$ cat src/rtl/byte_relay_pkg.sv
package byte_relay_pkg;
    typedef enum logic {
        RX_WAIT,
        RX_HELD
    } rx_state_t;

    typedef enum logic [1:0] {
        TX_IDLE,
        TX_ARM,
        TX_BUSY
    } tx_state_t;
endpackage

$ cat src/rtl/relay_fifo.sv
module relay_fifo #(
    parameter int DATA_W = 8,
    parameter int DEPTH  = 28
) (
    input  logic              clk,
    input  logic              rst,
    input  logic              wr_en,
    input  logic [DATA_W-1:0] wr_data,
    input  logic              rd_en,
    output logic [DATA_W-1:0] rd_data,
    output logic              full,
    output logic              empty
);
    localparam int AW = (DEPTH > 1) ? $clog2(DEPTH) : 1;
    localparam int CW = $clog2(DEPTH + 1);
    localparam logic [AW-1:0] LAST = AW'(DEPTH - 1);
    localparam logic [CW-1:0] CAP  = CW'(DEPTH);

    logic [DATA_W-1:0] mem [DEPTH];
    logic [AW-1:0]     wr_ptr, rd_ptr;
    logic [CW-1:0]     count;
    logic              do_wr, do_rd;

    assign full    = (count == CAP);
    assign empty   = (count == '0);
    assign do_wr   = wr_en && !full;
    assign do_rd   = rd_en && !empty;
    assign rd_data = mem[rd_ptr];

    always_ff @(posedge clk) begin
        if (do_wr) begin
            mem[wr_ptr] <= wr_data;
        end
    end

    always_ff @(posedge clk or posedge rst) begin
        if (rst) begin
            wr_ptr <= '0;
            rd_ptr <= '0;
            count  <= '0;
        end else begin
            if (do_wr) begin
                wr_ptr <= (wr_ptr == LAST) ? '0 : wr_ptr + 1'b1;
            end
            if (do_rd) begin
                rd_ptr <= (rd_ptr == LAST) ? '0 : rd_ptr + 1'b1;
            end
            unique case ({do_wr, do_rd})
                2'b10:   count <= count + 1'b1;
                2'b01:   count <= count - 1'b1;
                default: count <= count;
            endcase
        end
    end
endmodule

$ cat src/rtl/relay_ingest.sv
module relay_ingest (
    input  logic clk,
    input  logic rst,
    input  logic rx_valid,
    input  logic fifo_full,
    output logic wr_en,
    output logic rx_ack
);
    import byte_relay_pkg::*;

    rx_state_t state, nxt;

    always_ff @(posedge clk or posedge rst) begin
        if (rst) begin
            state <= RX_WAIT;
        end else begin
            state <= nxt;
        end
    end

    always_comb begin
        nxt    = state;
        wr_en  = 1'b0;
        rx_ack = 1'b0;
        unique case (state)
            RX_WAIT: begin
                if (rx_valid && !fifo_full) begin
                    wr_en = 1'b1;
                    nxt   = RX_HELD;
                end
            end
            RX_HELD: begin
                rx_ack = 1'b1;
                if (!rx_valid) begin
                    nxt = RX_WAIT;
                end
            end
            default: nxt = RX_WAIT;
        endcase
    end
endmodule

$ cat src/rtl/relay_egress.sv
module relay_egress #(
    parameter int DATA_W = 8
) (
    input  logic              clk,
    input  logic              rst,
    input  logic              start_req,
    input  logic              tx_done,
    input  logic              fifo_empty,
    input  logic [DATA_W-1:0] head,
    output logic              rd_en,
    output logic              tx_ready,
    output logic [DATA_W-1:0] tx_data
);
    import byte_relay_pkg::*;

    tx_state_t state, nxt;

    always_ff @(posedge clk or posedge rst) begin
        if (rst) begin
            state   <= TX_IDLE;
            tx_data <= '0;
        end else begin
            state <= nxt;
            if (rd_en) begin
                tx_data <= head;
            end
        end
    end

    always_comb begin
        nxt      = state;
        rd_en    = 1'b0;
        tx_ready = 1'b0;
        unique case (state)
            TX_IDLE: begin
                if (start_req) begin
                    nxt = TX_ARM;
                end
            end
            TX_ARM: begin
                if (!fifo_empty && !tx_done) begin
                    rd_en = 1'b1;
                    nxt   = TX_BUSY;
                end
            end
            TX_BUSY: begin
                tx_ready = 1'b1;
                if (tx_done) begin
                    nxt = TX_IDLE;
                end
            end
            default: nxt = TX_IDLE;
        endcase
    end
endmodule

$ cat src/rtl/byte_relay_ctrl.sv
module byte_relay_ctrl #(
    parameter int DATA_W = 8,
    parameter int DEPTH  = 28
) (
    input  logic              clk,
    input  logic              rst,
    input  logic              rx_valid,
    input  logic [DATA_W-1:0] rx_data,
    output logic              rx_ack,
    input  logic              start_req,
    input  logic              tx_done,
    output logic              tx_ready,
    output logic [DATA_W-1:0] tx_data
);
    logic              wr_en, rd_en;
    logic              fifo_full, fifo_empty;
    logic [DATA_W-1:0] head;

    relay_ingest u_ingest (
        .clk       (clk),
        .rst       (rst),
        .rx_valid  (rx_valid),
        .fifo_full (fifo_full),
        .wr_en     (wr_en),
        .rx_ack    (rx_ack)
    );

    relay_fifo #(
        .DATA_W (DATA_W),
        .DEPTH  (DEPTH)
    ) u_fifo (
        .clk     (clk),
        .rst     (rst),
        .wr_en   (wr_en),
        .wr_data (rx_data),
        .rd_en   (rd_en),
        .rd_data (head),
        .full    (fifo_full),
        .empty   (fifo_empty)
    );

    relay_egress #(
        .DATA_W (DATA_W)
    ) u_egress (
        .clk        (clk),
        .rst        (rst),
        .start_req  (start_req),
        .tx_done    (tx_done),
        .fifo_empty (fifo_empty),
        .head       (head),
        .rd_en      (rd_en),
        .tx_ready   (tx_ready),
        .tx_data    (tx_data)
    );
endmodule

$ cat config.mk
export PLATFORM = sky130hd
export DESIGN_NAME = byte_relay_ctrl
export DESIGN_NICKNAME = d
export VERILOG_FILES = /design/src/rtl/byte_relay_pkg.sv /design/src/rtl/relay_fifo.sv /design/src/rtl/relay_ingest.sv /design/src/rtl/relay_egress.sv /design/src/rtl/byte_relay_ctrl.sv
export SDC_FILE = /design/constraint.sdc
export NUM_CORES = 1
export LEC_CHECK = 0
export BUFFER_PORTS_ARGS = -buffer_cell sky130_fd_sc_hd__clkbuf_2
export CORE_MARGIN = 3
export CORE_UTILIZATION = 35
export CTS_BUF_LIST = sky130_fd_sc_hd__clkbuf_2 sky130_fd_sc_hd__clkbuf_4 sky130_fd_sc_hd__clkbuf_8
export DETAILED_ROUTE_END_ITERATION = 8
export HOLD_SLACK_MARGIN = 0.03
export PLACE_DENSITY = 0.53
export SKIP_CTS_REPAIR_TIMING = 1
export SYNTH_ARGS = -nofsm -noshare
export SYNTH_HDL_FRONTEND = slang
export SYNTH_SLANG_ARGS = --single-unit
$ cat constraint.sdc
create_clock -name clk -period 3.2 [get_ports clk]
set_clock_uncertainty 0.05 [all_clocks]
set_input_delay 0.32 -clock clk [delete_from_list [all_inputs] [get_ports clk]]
set_output_delay 0.32 -clock clk [all_outputs]
set_load 0.1 [all_outputs]
==> impl_metrics.tcl <==
set metrics [dict create \
    wl_met3_mm 1.054 \
    syn-instance-count 611 \
    num-fill-cells 2560 \
    reg2reg_to "u_fifo.count[4]$_DFFE_PP0P_" \
    routed_wl_mm 22.97 \
    multi_input_area_um2 2519 \
    status "complete, but fails checks" \
    max_freq_mhz 357.8 \
    ioPinCount 23 \
    synth_area_leaders "edfxtp_1 66%, mux2i_1 9.3%, dfrtp_1 6.4%" \
    async_flop_share 0.1040 \
    drive_gt1_frac 0.1864 \
    overflow 0 \
    whs_ps -27.28 \
    maxSlewViolCount 0 \
    syn_area_um2 10150 \
    post-route-min-period_ps 2795 \
    cp.arrival_ps 3150 \
    grt_setup_unrepaired "no" \
    grt_first_pass_wirelength_mm 34.73 \
    grt_usage 0.1493 \
    yosysWarnings 0 \
    floorplan.die_area_um2 31090 \
    cts.sinks 250 \
    hold_viol_final 26 \
    cp.required_ps 3560 \
    syn_nets 634 \
    route.layer.met1.wl_mm 10.33 \
    cts-root-buf "clkbuf_8" \
    dieWidth_um 176.3 \
    synth.top_cell.area_share 0.6625 \
    n_antenna_cell 0 \
    drc 0 \
    fin_nets 700 \
    htree_levels 2 \
    fin_ws_ps 404.8 \
    maxCapViolCount 0 \
    numCtsBuffers 42 \
    antenna_left 0 \
    path_class "reg2reg" \
    setup_violations 0 \
    route.detailed.wl_per_inst_um 21.15 \
    drtIter0Drc 343 \
    clk_pin_slew_ps 60 \
    cellPowerDensity_nw_per_um2 839.2 \
    synth_flop_cell "edfxtp_1" \
    ff2ff_path_depth 10 \
    die_h_um 176.3 \
    cts.path.max_buffers 3 \
    ys_seq_area_frac 0.7266 \
    clock_latency_ps 530 \
    drtPass1Iterations 5 \
    tightest_slew_ps 1044 \
    gp_congestion 0.7993 \
    yosys-top-cells-count "224 x edfxtp_1, 94 x mux2i_1, 45 x nor2_1, 36 x a22oi_1" \
    dp_hpwl_mm 14.36 \
    start_util 0.3605 \
    slew_headroom 0.3036 \
    cts_tree "yes" \
    dr_wl_met2_mm 10.82 \
    antenna_found_initial 0 \
    r2r-start "u_fifo.count[0]$_DFFE_PP0P_" \
    cp-start-kind "flip-flop" \
    setup-tns-final_ps 0 \
    endpoint_kind "flip-flop" \
    rows 61 \
    grt_pass1_vias 5603 \
    crit_fanout 9 \
    io_buffers 22 \
    area_growth_syn_to_layout_pct 14.07 \
    hold_path.class "in2async" \
    synth_seq_cells 250 \
    period_share 0.8735 \
    ir_drop_mv 0.5077 \
    dp_slack_ps 460.0 \
    avgSynthCellArea_um2 16.62 \
    vias 5478 \
    grt_max_degree 49 \
    ff2ff_setup_slack_ps 400 \
    p_leak_nw 3.987 \
    post-synth-top-count-cell "edfxtp_1" \
    routed.top_layer "met4" \
    register_area_um2 7381 \
    synth_cell_types 46 \
    core_area_um2 28160 \
    synth_edf_count 224 \
    yosysTopAreaCell "edfxtp_1" \
    violations "negative hold slack" \
    vias_per_cell 5.044 \
]
[registers in the layout, summed over array words and instances, names as in the netlist]
| signal | cells |
|---|---|
| u_fifo.mem | 224 |
| u_fifo.wr_ptr | 5 |
| u_fifo.count | 5 |
| u_ingest.state | 1 |
| u_fifo.rd_ptr | 5 |
| u_egress.tx_data | 8 |
| u_egress.state | 2 |
[power by group]
| group | internal (mW) | switching (mW) |
|---|---|---|
| registers | 3.80 | 0.317 |
| clock network | 1.53 | 1.20 |
| logic | 1.03 | 1.84 |
| total | 6.36 | 3.36 |
[metal layers]
layer / up-vias / track usage
met1: 2770 / 0.2039
met3: 54 / 0.03032
met5: - / 0
met2: 137 / 0.2349
met4: 0 / 0.05972
li1: 2517 / -
[final cells by class]
class                           count  share of cell area
Clock inverter                     12            0.004105
Sequential cell                   250              0.6372
Clock buffer                       63             0.06676
Inverter                           11            0.003565
Timing Repair Buffer               51             0.03003
Multi-Input combinational cell    321              0.2175
Tap cell                          378             0.04083
[critical path: stages (launching register included)]
cell and delay, ps:
dfrtp_1 430, nor2_1 110, a41oi_2 430, inv_1 130
ha_1 300, fa_1 490, a21o_1 180, a21oi_1 190
xor2_1 170, nor2_1 60, xor2_1 140
[cell families (layout without fill, tap and decap cells)]
family | count (synthesis) | after routing | share of synthesized area
buffers and inverters | 40 | 137 | 0.02539
and+or+nand+nor | 100 | 100 | 0.04547
adders and majority gates | 10 | 10 | 0.01306
DFF | 250 | 250 | 0.7266
xor gates and xnor gates | 6 | 6 | 0.005176
muxes | 108 | 108 | 0.1215
AOI/OAI and AO/OA | 97 | 97 | 0.06285
[cells in the final DEF, fill, tap and decap left out, types with 12 or more instances in the layout]
master    instances
clkbuf_8         48
clkbuf_4         15
mux2i_1          94
mux4_2           12
edfxtp_1        224
o21ai_0          12
a21oi_1          26
clkbuf_2         22
nand2_1          19
nor2_1           45
a22oi_1          36
dfrtp_1          25
buf_4            25
[worst max path at each step]
stage	slack, ps	endpoint	from	cells past startpoint
3_3_place_gp	520	u_fifo.count[4]$_DFFE_PP0P_	u_fifo.count[0]$_DFFE_PP0P_	10
5_1_grt	230	u_fifo.count[4]$_DFFE_PP0P_	u_fifo.count[0]$_DFFE_PP0P_	10
3_5_place_dp	460	u_fifo.count[4]$_DFFE_PP0P_	u_fifo.count[0]$_DFFE_PP0P_	10
4_1_cts	430	u_fifo.count[4]$_DFFE_PP0P_	u_fifo.count[0]$_DFFE_PP0P_	10
6_report	400	u_fifo.count[4]$_DFFE_PP0P_	u_fifo.count[0]$_DFFE_PP0P_	10
2_1_floorplan	200	u_fifo.count[4]$_DFFE_PP0P_	u_ingest.state$_DFF_PP0_	10
[stage by stage]
stage          cell area, µm²  utilization  std cells  power [mW]
3_3_place_gp            10730       0.3810       1008       6.994
4_1_cts                 11550       0.4102       1083       9.819
5_1_grt                 11580       0.4113       1086       10.20
6_report                11580       0.4113       1086       9.720
2_1_floorplan           10150            -        611       6.316
3_5_place_dp            10730       0.3810       1008       7.067
Note: power is estimated with default switching activity, not from simulation.
